<file path="config.mk">
export PLATFORM = sky130hd
export DESIGN_NAME = memRdSeq
export DESIGN_NICKNAME = d
export VERILOG_FILES = /design/src/rtl/memRdPkg.sv /design/src/rtl/memRdStrobe.sv /design/src/rtl/memRdCtrl.sv /design/src/rtl/memRdPath.sv /design/src/rtl/memRdSeq.sv
export SDC_FILE = /design/constraint.sdc
export NUM_CORES = 1
export LEC_CHECK = 0
export ABC_AREA = 1
export BUFFER_PORTS_ARGS = -buffer_cell sky130_fd_sc_hd__buf_2
export CAP_MARGIN = 0
export CORE_AREA = 5 5 102 104
export CTS_BUF_LIST = sky130_fd_sc_hd__clkbuf_8 sky130_fd_sc_hd__clkbuf_16
export DETAILED_ROUTE_END_ITERATION = 7
export DIE_AREA = 0 0 107 109
export GPL_TIMING_DRIVEN = 1
export PLACE_DENSITY = 0.85
export SLEW_MARGIN = 20
export SYNTH_ARGS = -nofsm -noshare
export SYNTH_HDL_FRONTEND = slang
export SYNTH_HIERARCHICAL = 1
export SYNTH_SLANG_ARGS = --single-unit
</file>
<file path="constraint.sdc">
create_clock -name clk -period 5.7 [get_ports clk]
set_input_delay 1.14 -clock clk [delete_from_list [all_inputs] [get_ports clk]]
set_output_delay 1.14 -clock clk [all_outputs]
set_load 0.01 [all_outputs]
</file>
<file path="src/rtl/memRdPkg.sv">
package memRdPkg;
  // strobes from sequencing control to the address/data path
  typedef struct packed {
    logic load;     // take request address and byte selects
    logic capture;  // latch memory data at this edge
  } pathCtl_t;
endpackage

</file>
<file path="src/rtl/memRdStrobe.sv">
module memRdStrobe #(
  parameter int CNT_W = 6
) (
  input  logic             clk,
  input  logic             rstN,
  input  logic             load,
  input  logic             advance,
  input  logic [CNT_W-1:0] nextCnt,
  input  logic [CNT_W-1:0] setupIn,
  input  logic [CNT_W-1:0] pulseIn,
  input  logic [CNT_W-1:0] cycleIn,
  output logic             strbN,
  output logic             riseNow,
  output logic             cfgOk
);
  localparam int SUM_W = CNT_W + 1;

  logic [CNT_W-1:0] sSet, selSet;
  logic [SUM_W-1:0] sEnd, selEnd, endIn;
  logic             lowNext;

  assign endIn  = SUM_W'(setupIn) + SUM_W'(pulseIn);
  assign cfgOk  = (pulseIn != '0) && (SUM_W'(cycleIn) >= endIn);
  assign selSet = load ? setupIn : sSet;
  assign selEnd = load ? endIn : sEnd;

  always_comb begin
    lowNext = 1'b0;
    if (load || advance)
      lowNext = (nextCnt >= selSet) && (SUM_W'(nextCnt) < selEnd);
  end

  // strobe is low now and goes high at the coming edge
  assign riseNow = !strbN && !lowNext;

  always_ff @(posedge clk or negedge rstN) begin
    if (!rstN) begin
      strbN <= 1'b1;
      sSet  <= '0;
      sEnd  <= '0;
    end else begin
      strbN <= !lowNext;
      if (load) begin
        sSet <= setupIn;
        sEnd <= endIn;
      end
    end
  end
endmodule

</file>
<file path="src/rtl/memRdCtrl.sv">
module memRdCtrl
  import memRdPkg::*;
#(
  parameter int CNT_W = 6
) (
  input  logic             clk,
  input  logic             rstN,
  input  logic             reqValid,
  input  logic [CNT_W-1:0] csSetup,
  input  logic [CNT_W-1:0] csPulse,
  input  logic [CNT_W-1:0] csCycle,
  input  logic [CNT_W-1:0] rdSetup,
  input  logic [CNT_W-1:0] rdPulse,
  input  logic [CNT_W-1:0] rdCycle,
  input  logic             modeRd,
  output logic             reqAck,
  output logic             memCsN,
  output logic             memRdN,
  output logic             doneP,
  output logic             cfgErr,
  output logic             busy,
  output pathCtl_t         ctl
);
  localparam int NSTRB = 2;  // index 0: chip enable, 1: read strobe

  logic [CNT_W-1:0] cnt, sLast, nextCnt, lastIn;
  logic             sMode, accept, advance, allOk;
  logic [NSTRB-1:0] okVec, strbN, riseVec;
  logic [CNT_W-1:0] setArr [NSTRB];
  logic [CNT_W-1:0] pulArr [NSTRB];
  logic [CNT_W-1:0] cycArr [NSTRB];

  assign setArr[0] = csSetup;
  assign pulArr[0] = csPulse;
  assign cycArr[0] = csCycle;
  assign setArr[1] = rdSetup;
  assign pulArr[1] = rdPulse;
  assign cycArr[1] = rdCycle;

  assign allOk   = &okVec;
  assign accept  = reqValid && !busy && allOk;
  assign reqAck  = accept;
  assign advance = busy && (cnt != sLast);
  assign nextCnt = accept ? '0 : cnt + CNT_W'(1);
  assign lastIn  = ((csCycle >= rdCycle) ? csCycle : rdCycle) - CNT_W'(1);
  assign doneP   = busy && (cnt == sLast);

  for (genvar g = 0; g < NSTRB; g++) begin : gStrb
    memRdStrobe #(.CNT_W(CNT_W)) uStrb (
      .clk     (clk),
      .rstN    (rstN),
      .load    (accept),
      .advance (advance),
      .nextCnt (nextCnt),
      .setupIn (setArr[g]),
      .pulseIn (pulArr[g]),
      .cycleIn (cycArr[g]),
      .strbN   (strbN[g]),
      .riseNow (riseVec[g]),
      .cfgOk   (okVec[g])
    );
  end

  assign memCsN      = strbN[0];
  assign memRdN      = strbN[1];
  assign ctl.load    = accept;
  assign ctl.capture = busy && (sMode ? riseVec[1] : riseVec[0]);

  always_ff @(posedge clk or negedge rstN) begin
    if (!rstN) begin
      busy   <= 1'b0;
      cnt    <= '0;
      sLast  <= '0;
      sMode  <= 1'b0;
      cfgErr <= 1'b0;
    end else begin
      cfgErr <= reqValid && !busy && !allOk;
      if (accept) begin
        busy  <= 1'b1;
        sLast <= lastIn;
        sMode <= modeRd;
      end else if (doneP) begin
        busy <= 1'b0;
      end
      if (accept || advance) cnt <= nextCnt;
    end
  end

  AST_IDLE_HIGH: assert property (@(posedge clk) disable iff (!rstN)
    !busy |-> (memCsN && memRdN));
  AST_DONE_SINGLE: assert property (@(posedge clk) disable iff (!rstN)
    doneP |=> (!doneP && !busy));
  AST_ERR_NO_START: assert property (@(posedge clk) disable iff (!rstN)
    cfgErr |-> !busy);
  AST_ACK_STARTS: assert property (@(posedge clk) disable iff (!rstN)
    reqAck |=> (busy && cnt == '0));
endmodule

</file>
<file path="src/rtl/memRdPath.sv">
module memRdPath
  import memRdPkg::*;
#(
  parameter int ADDR_W = 24,
  parameter int BSEL_W = 2,
  parameter int DATA_W = 16
) (
  input  logic              clk,
  input  logic              rstN,
  input  pathCtl_t          ctl,
  input  logic [ADDR_W-1:0] reqAddr,
  input  logic [BSEL_W-1:0] reqBsel,
  input  logic [DATA_W-1:0] memData,
  output logic [ADDR_W-1:0] memAddr,
  output logic [BSEL_W-1:0] memBsel,
  output logic [DATA_W-1:0] rdData
);
  always_ff @(posedge clk or negedge rstN) begin
    if (!rstN) begin
      memAddr <= '0;
      memBsel <= '0;
      rdData  <= '0;
    end else begin
      if (ctl.load) begin
        memAddr <= reqAddr;
        memBsel <= reqBsel;
      end
      if (ctl.capture) rdData <= memData;
    end
  end

  AST_NO_LOAD_CAPTURE: assert property (@(posedge clk) disable iff (!rstN)
    ctl.load |-> !ctl.capture);
endmodule

</file>
<file path="src/rtl/memRdSeq.sv">
module memRdSeq
  import memRdPkg::*;
#(
  parameter int CNT_W  = 6,
  parameter int ADDR_W = 24,
  parameter int BSEL_W = 2,
  parameter int DATA_W = 16
) (
  input  logic              clk,
  input  logic              rstN,
  input  logic              reqValid,
  input  logic [ADDR_W-1:0] reqAddr,
  input  logic [BSEL_W-1:0] reqBsel,
  output logic              reqAck,
  input  logic [CNT_W-1:0]  csSetup,
  input  logic [CNT_W-1:0]  csPulse,
  input  logic [CNT_W-1:0]  csCycle,
  input  logic [CNT_W-1:0]  rdSetup,
  input  logic [CNT_W-1:0]  rdPulse,
  input  logic [CNT_W-1:0]  rdCycle,
  input  logic              modeRd,
  output logic              cfgErr,
  output logic              memCsN,
  output logic              memRdN,
  output logic [ADDR_W-1:0] memAddr,
  output logic [BSEL_W-1:0] memBsel,
  input  logic [DATA_W-1:0] memData,
  output logic              doneP,
  output logic [DATA_W-1:0] rdData
);
  pathCtl_t ctl;
  logic     busy;

  memRdCtrl #(.CNT_W(CNT_W)) uCtrl (
    .clk(clk), .rstN(rstN), .reqValid(reqValid),
    .csSetup(csSetup), .csPulse(csPulse), .csCycle(csCycle),
    .rdSetup(rdSetup), .rdPulse(rdPulse), .rdCycle(rdCycle),
    .modeRd(modeRd), .reqAck(reqAck), .memCsN(memCsN), .memRdN(memRdN),
    .doneP(doneP), .cfgErr(cfgErr), .busy(busy), .ctl(ctl)
  );

  memRdPath #(.ADDR_W(ADDR_W), .BSEL_W(BSEL_W), .DATA_W(DATA_W)) uPath (
    .clk(clk), .rstN(rstN), .ctl(ctl), .reqAddr(reqAddr), .reqBsel(reqBsel),
    .memData(memData), .memAddr(memAddr), .memBsel(memBsel), .rdData(rdData)
  );

  AST_ADDR_HELD: assert property (@(posedge clk) disable iff (!rstN)
    (busy && $past(busy)) |-> ($stable(memAddr) && $stable(memBsel)));
endmodule

</file>
After elaboration in Yosys (flattened, before gate mapping)
Index checks and enable logic that the tools add are counted.
- flip-flop bits (word level): 85
- output and inout bits: 47
- logic and storage cells: 61
- $add $sub $neg: 4
- $lt $le $gt $ge: 7
- equality and inequality tests: 2
- muxes and demuxes: 11
- reductions and logical operators: 23
- operators with widths (kind ; count):
    $mux 6 ; 4
    $ge 6x6->1 ; 3
    $add 6x6->7 ; 2
    $ge 6x7->1 ; 2
    $lt 6x7->1 ; 2
    $mux 7 ; 2
    $logic_and 1x1->1 ; 12
    $reduce_bool 6->1 ; 2
    $add 6x1->6 const B ; 1
    $eq 6x6->1 ; 1
    $logic_not 1->1 ; 6
    $ne 6x6->1 ; 1
    $sub 6x1->6 const B ; 1
    $mux 1 ; 5
    $reduce_and 2->1 ; 1
    $reduce_bool 2->1 ; 1
    $logic_or 1x1->1 ; 1

Depth between registers and ports, before layout
- depth after elaboration: 13
- mapped depth: 39
- gate-level depth less buffers: 35

Hierarchy
The synthesis kept the hierarchy.
- by module, submodules not included (module ; times used ; cells each ; area an instance (um2) ; seq. area each (um2)):
    memRdStrobe ; 2 ; 160 ; 1251.2 ; 351.6
    memRdPath ; 1 ; 178 ; 1637.8 ; 1051.0
    memRdCtrl ; 1 ; 187 ; 1227.4 ; 375.4

Least setup slack after synthesis
Ideal clock, no wire load.
- path kind: input -> register
- start: input csSetup[0]
- end: register uPath.rdData[10]
- setup time: 117 ps
- arrival time: 5222 ps
- data required time: 5583 ps
- path slack: 361 ps
- stages on the path: 34
- buffers on the path: 4
- cells stage by stage: ha_1 inv_1 fa_1 inv_1 nand2_1 nand2_2 nand2_1 xor2_1 ha_1 nand2_1 o21ai_0 a21oi_1 nor2_1 nand2_1 nor3_2 clkbuf_8 buf_6 inv_4 or2_2 o21ai_0 ha_1 a21oi_1 o21a_1 nand3_1 nand3_2 nand2_1 inv_1 o21ai_0 a21oi_1 buf_6 inv_4 buf_6 nand2_1 nand2_1
- RTL lines (item ; line ; RTL):
    from (decl) ; memRdSeq.sv:15 ; input logic [CNT_W-1:0] csSetup,
    to (signal assigned) ; memRdPath.sv:28 ; if (ctl.capture) rdData <= memData;
    to (decl) ; memRdPath.sv:16 ; output logic [DATA_W-1:0] rdData

==> summary.txt <==
Clock network
  – Clock tree from TritonCTS: yes
  – Clock slew at the register clock pins of the worst setup and hold paths: 0.09 ns
  – CTS buffer count: 9
  – CTS HTree Levels: 3
  – Count of clock tree sinks: between 80 and 90
  – Number of buffers on the longest clock path: 2
  – Cts-stage hold buffer count: 0
  – Library cell used as clock root buffer: sky130_fd_sc_hd__clkbuf_8
  – Clock latency on the worst-skew pair: between 0.3 and 0.4 ns

STA
  – Slew @ Worst Pin: between 0.7 and 0.8 ns
  – Minimum hold slack: ~0.47 ns
  – Setup repair after global routing missed its margin: no
  – Layout Skew: roughly 0.013 ns
  – Maximum frequency from static timing analysis: approximately 190 MHz
  – Number of hold violations in the final report: 0
  – Time the final worst path needs with I/O delays and setup: 5.285 ns
  – Sum of negative setup slack: 0 ns
  – Final-report setup violation count: 0
  – Slew Limit Fails: 0
  – Tightest slew margin relative to the limit: ~49%
  – Post-route fraction of the period consumed by the critical path: between 90 and 100%

Synthesis
  – Number of distinct library cells after synthesis: 40
  – Count of mapped cells out of synthesis: roughly 690
  – Syn avg cell area: roughly 7.8 um2
  – FF+latch count, synth: 85
  – Proportion of synthesized chip area in sequential cells: roughly two fifths
  – Proportion of netlist area held by the largest area contributor: 38.69%
  – Number of nets produced by synthesis: between 800 and 900
  – Top cell type by total area after synthesis: sky130_fd_sc_hd__dfrtp_1
  – Ys Warns: 6
  – Post-Syn Area: approximately 5400 um2
  – Leading cell types by total area after synthesis: sky130_fd_sc_hd__dfrtp_1 39%, sky130_fd_sc_hd__nand2_1 17%, sky130_fd_sc_hd__ha_1 13%, sky130_fd_sc_hd__inv_1 6.9%, sky130_fd_sc_hd__nand3_1 2.7%

Floorplan
  – Die Y-Extent: between 100 and 150 um
  – Effective utilization at floorplan: a little under three fifths
  – Core region area: between 9000 and 10000 um2
  – Die Width: 107 um
  – Site row count: 36
  – Number of I/O pins: 129
  – Die ar.: 11660 um2

Power
  – Sw power: roughly 1.3 mW
  – Fraction of power spent switching nets: between 40% and 50%
  – Clock network fraction of design power: between 10 and 15%
  – Max IR drop VDD: approximately 0.28 mV
  – Power Total: around 3 mW
  – Pint: ~1.7 mW
  – Power Dens Cells: 463.3 nW/um2
  – LEAKAGE: 3.822 nW
  – Seq pwr share: approximately 34%
  – Combinational Power Share: between 50% and 60%

GRT
  – Global-route usage over all layers: ~23%
  – GRT overflow: 0
  – First-pass GRT wire length: between 20 and 25 mm
  – Number of antenna violations at the first check in global routing: 0
  – Pin count of the biggest net entering global routing: 86
  – Vias in the first global route: roughly 4800

Worst setup path
  – Required @ worst endpoint: slightly below 6 ns
  – Critical path class: in -> reg
  – Critical path data arrival time: ~5.5 ns
  – Critical Path Start: rdSetup[0]
  – Worst path max stage delay: roughly 0.4 ns
  – Crit path top cell by count: sky130_fd_sc_hd__nand2_1
  – Highest fanout seen on the critical path: 16
  – Reg-to-Reg End: uPath/rdData[0]
  – Critical path capture point type: flip-flop
  – Cells on worst reg2reg path: 19
  – Critical R2R Launch: uCtrl/busy
  – CP max stage cell: sky130_fd_sc_hd__fa_1
  – Register-to-register setup slack: roughly 2.8 ns
  – Startpoint types: input port

Final layout
  – Design Area, Final: 6417 um2
  – Net count of the finished layout: between 900 and 1000
  – Core Util, Final: 67.84%
  – Antenna diode count: 0
  – Number of filler cells placed in the layout: about 800
  – Share of cells above drive strength 1: 26.14%
  – Relative area change from synthesis to final layout: 19.56%

Job
  – Number of max-capacitance violations reported: 0

Min path
  – Worst Hold Depth: 2
  – Origin of the worst min-delay path: uPath/memAddr[16]
  – Hold endpoint: uPath/memAddr[16]
  – Min-Delay Path Class: reg -> reg

Place
  – Placed wire-length estimate after detailed placement: approximately 10 mm
  – Global placer's final weighted congestion: between 0.8 and 0.9
  – Post-detailed-placement cell area: 6171 um2
  – Port Buf Inserts: between 100 and 150

Route
  – Number of antenna-violating nets in the routed design: 0
  – Routed via count: approximately 4900
  – Detailed Routing Iterations Pass 1: 5
  – Post-detailed-route wirelength per cell: 14.02 um
  – Residual DRC: 0
  – Count of routing violations after the opening detailed-route iteration: 337
  – Vias per std cell: just over 5
  – Final routed wirelength across all metal layers: 13.24 mm

Status
  – Result of the run: finished clean
final cells by class:
cell class	instances	area, um2	area share (%)
tap	114	142.6	2.223
clock buffer	9	123.9	1.930
timing repair buffer	145	842.1	13.12
inverter	105	409.1	6.376
clock inverter	6	72.57	1.131
sequential	85	2130	33.18
multi-input combinational	480	2698	42.04
power groups by stage:
stage / Sequential, mW / Combinational, mW / Clock, mW
final: 1.01 / 1.52 / 0.434
after global routing: 1.05 / 1.73 / 0.471
after CTS: 1.01 / 1.51 / 0.442
after detailed placement: 1.02 / 1.51 / 0
after global placement: 1.01 / 1.43 / 0
after floorplan: 1.07 / 0.917 / 0
repair_timing:
item,CTS,global route
endpoints found under the setup margin,0,16
buffers inserted,0,1
gates resized for setup,0,6
worst max-delay path: cells and delay by family:
| kind | cells | cell delay (ns) |
|---|---|---|
| AOI/OAI and AO/OA | 6 | 0.92 |
| xor gates and xnor gates | 1 | 0.16 |
| adders and majority gates | 4 | 1.18 |
| buffers and inverters | 8 | 0.75 |
| and+or+nand+nor | 15 | 1.39 |
state kept, by name, indices dropped and copies added (netlist names):
register                 cells
uCtrl/gStrb.uStrb/sEnd      14
uCtrl/gStrb.uStrb/strbN      2
uCtrl/gStrb.uStrb/sSet      12
uCtrl/sMode                  1
uPath/memBsel                2
uCtrl/cfgErr                 1
uCtrl/cnt                    6
uPath/memAddr               24
uPath/rdData                16
uCtrl/busy                   1
uCtrl/sLast                  6
routing by layer:
layer	track usage [%]	vias up	routed length, um
met5	0	-	0
met4	6.119	0	193
met3	3.197	16	575
met2	41.41	141	7037
met1	27.96	2284	5432
li1	-	2423	-
metrics by stage:
| step | setup WS [ns] | cells |
|---|---|---|
| 4_1_cts | 0.1877 | 942 |
| 5_1_grt | 0.02558 | 944 |
| 2_1_floorplan | 0.3614 | 685 |
| 3_3_place_gp | 0.04662 | 927 |
| 3_5_place_dp | -0.1942 | 927 |
| 6_report | 0.4150 | 944 |
cells in the final DEF (no fill, tap or decap), types with 4 or more instances in the layout:
cell and n:
sky130_fd_sc_hd__nand2_1 239, sky130_fd_sc_hd__buf_2 127, sky130_fd_sc_hd__inv_1 98, sky130_fd_sc_hd__dfrtp_1 83, sky130_fd_sc_hd__ha_1 54, sky130_fd_sc_hd__nor2_1 30
sky130_fd_sc_hd__nand3_1 29, sky130_fd_sc_hd__o21ai_0 26, sky130_fd_sc_hd__nand2_2 18, sky130_fd_sc_hd__a21oi_1 17, sky130_fd_sc_hd__buf_4 12, sky130_fd_sc_hd__clkbuf_8 9
sky130_fd_sc_hd__nand3_2 8, sky130_fd_sc_hd__or2_2 8, sky130_fd_sc_hd__nor4_1 5, sky130_fd_sc_hd__o21ai_1 5, sky130_fd_sc_hd__buf_12 4, sky130_fd_sc_hd__o21ai_2 4
sky130_fd_sc_hd__xor2_1 4, sky130_fd_sc_hd__a21oi_2 4
synthesized netlist by cell type, drive strengths merged:
| cell type | n |
|---|---|
| nand2 | 258 |
| inv | 105 |
| dfrtp | 83 |
| ha | 54 |
| nand3 | 37 |
| o21ai | 35 |
| nor2 | 32 |
| a21oi | 23 |
| buf | 14 |
| or2 | 11 |
| nor4 | 5 |
| nor3 | 4 |
| xor2 | 4 |
| a31oi | 3 |
| nand4 | 3 |
| a21o | 2 |
| and2 | 2 |
| dfstp | 2 |
| fa | 2 |
| o211ai | 2 |
| o21a | 2 |
| and3 | 1 |
| clkbuf | 1 |
kinds of logic (layout without fill, tap and decap cells):
group / after synthesis / after routing / share of synthesized area, %
flops: 85 / 85 / 39.67
compound gates: 67 / 67 / 7.366
simple gates: 353 / 353 / 28.53
xor+xnor: 4 / 4 / 0.6526
buf+inv: 120 / 265 / 10.44
fa+ha+maj: 56 / 56 / 13.33
worst max path at each step:
stage	depth (start not counted)	to	slack (ns)
finish	34	uPath/rdData[0]	0.41
global route	32	uPath/rdData[10]	0.03
CTS	32	uPath/rdData[0]	0.19
detailed placement	32	uPath/rdData[0]	-0.19
global placement	32	uPath/rdData[11]	0.05
floorplan	34	uPath/rdData[10]	0.36
Note: power is estimated with default switching activity, not from simulation.
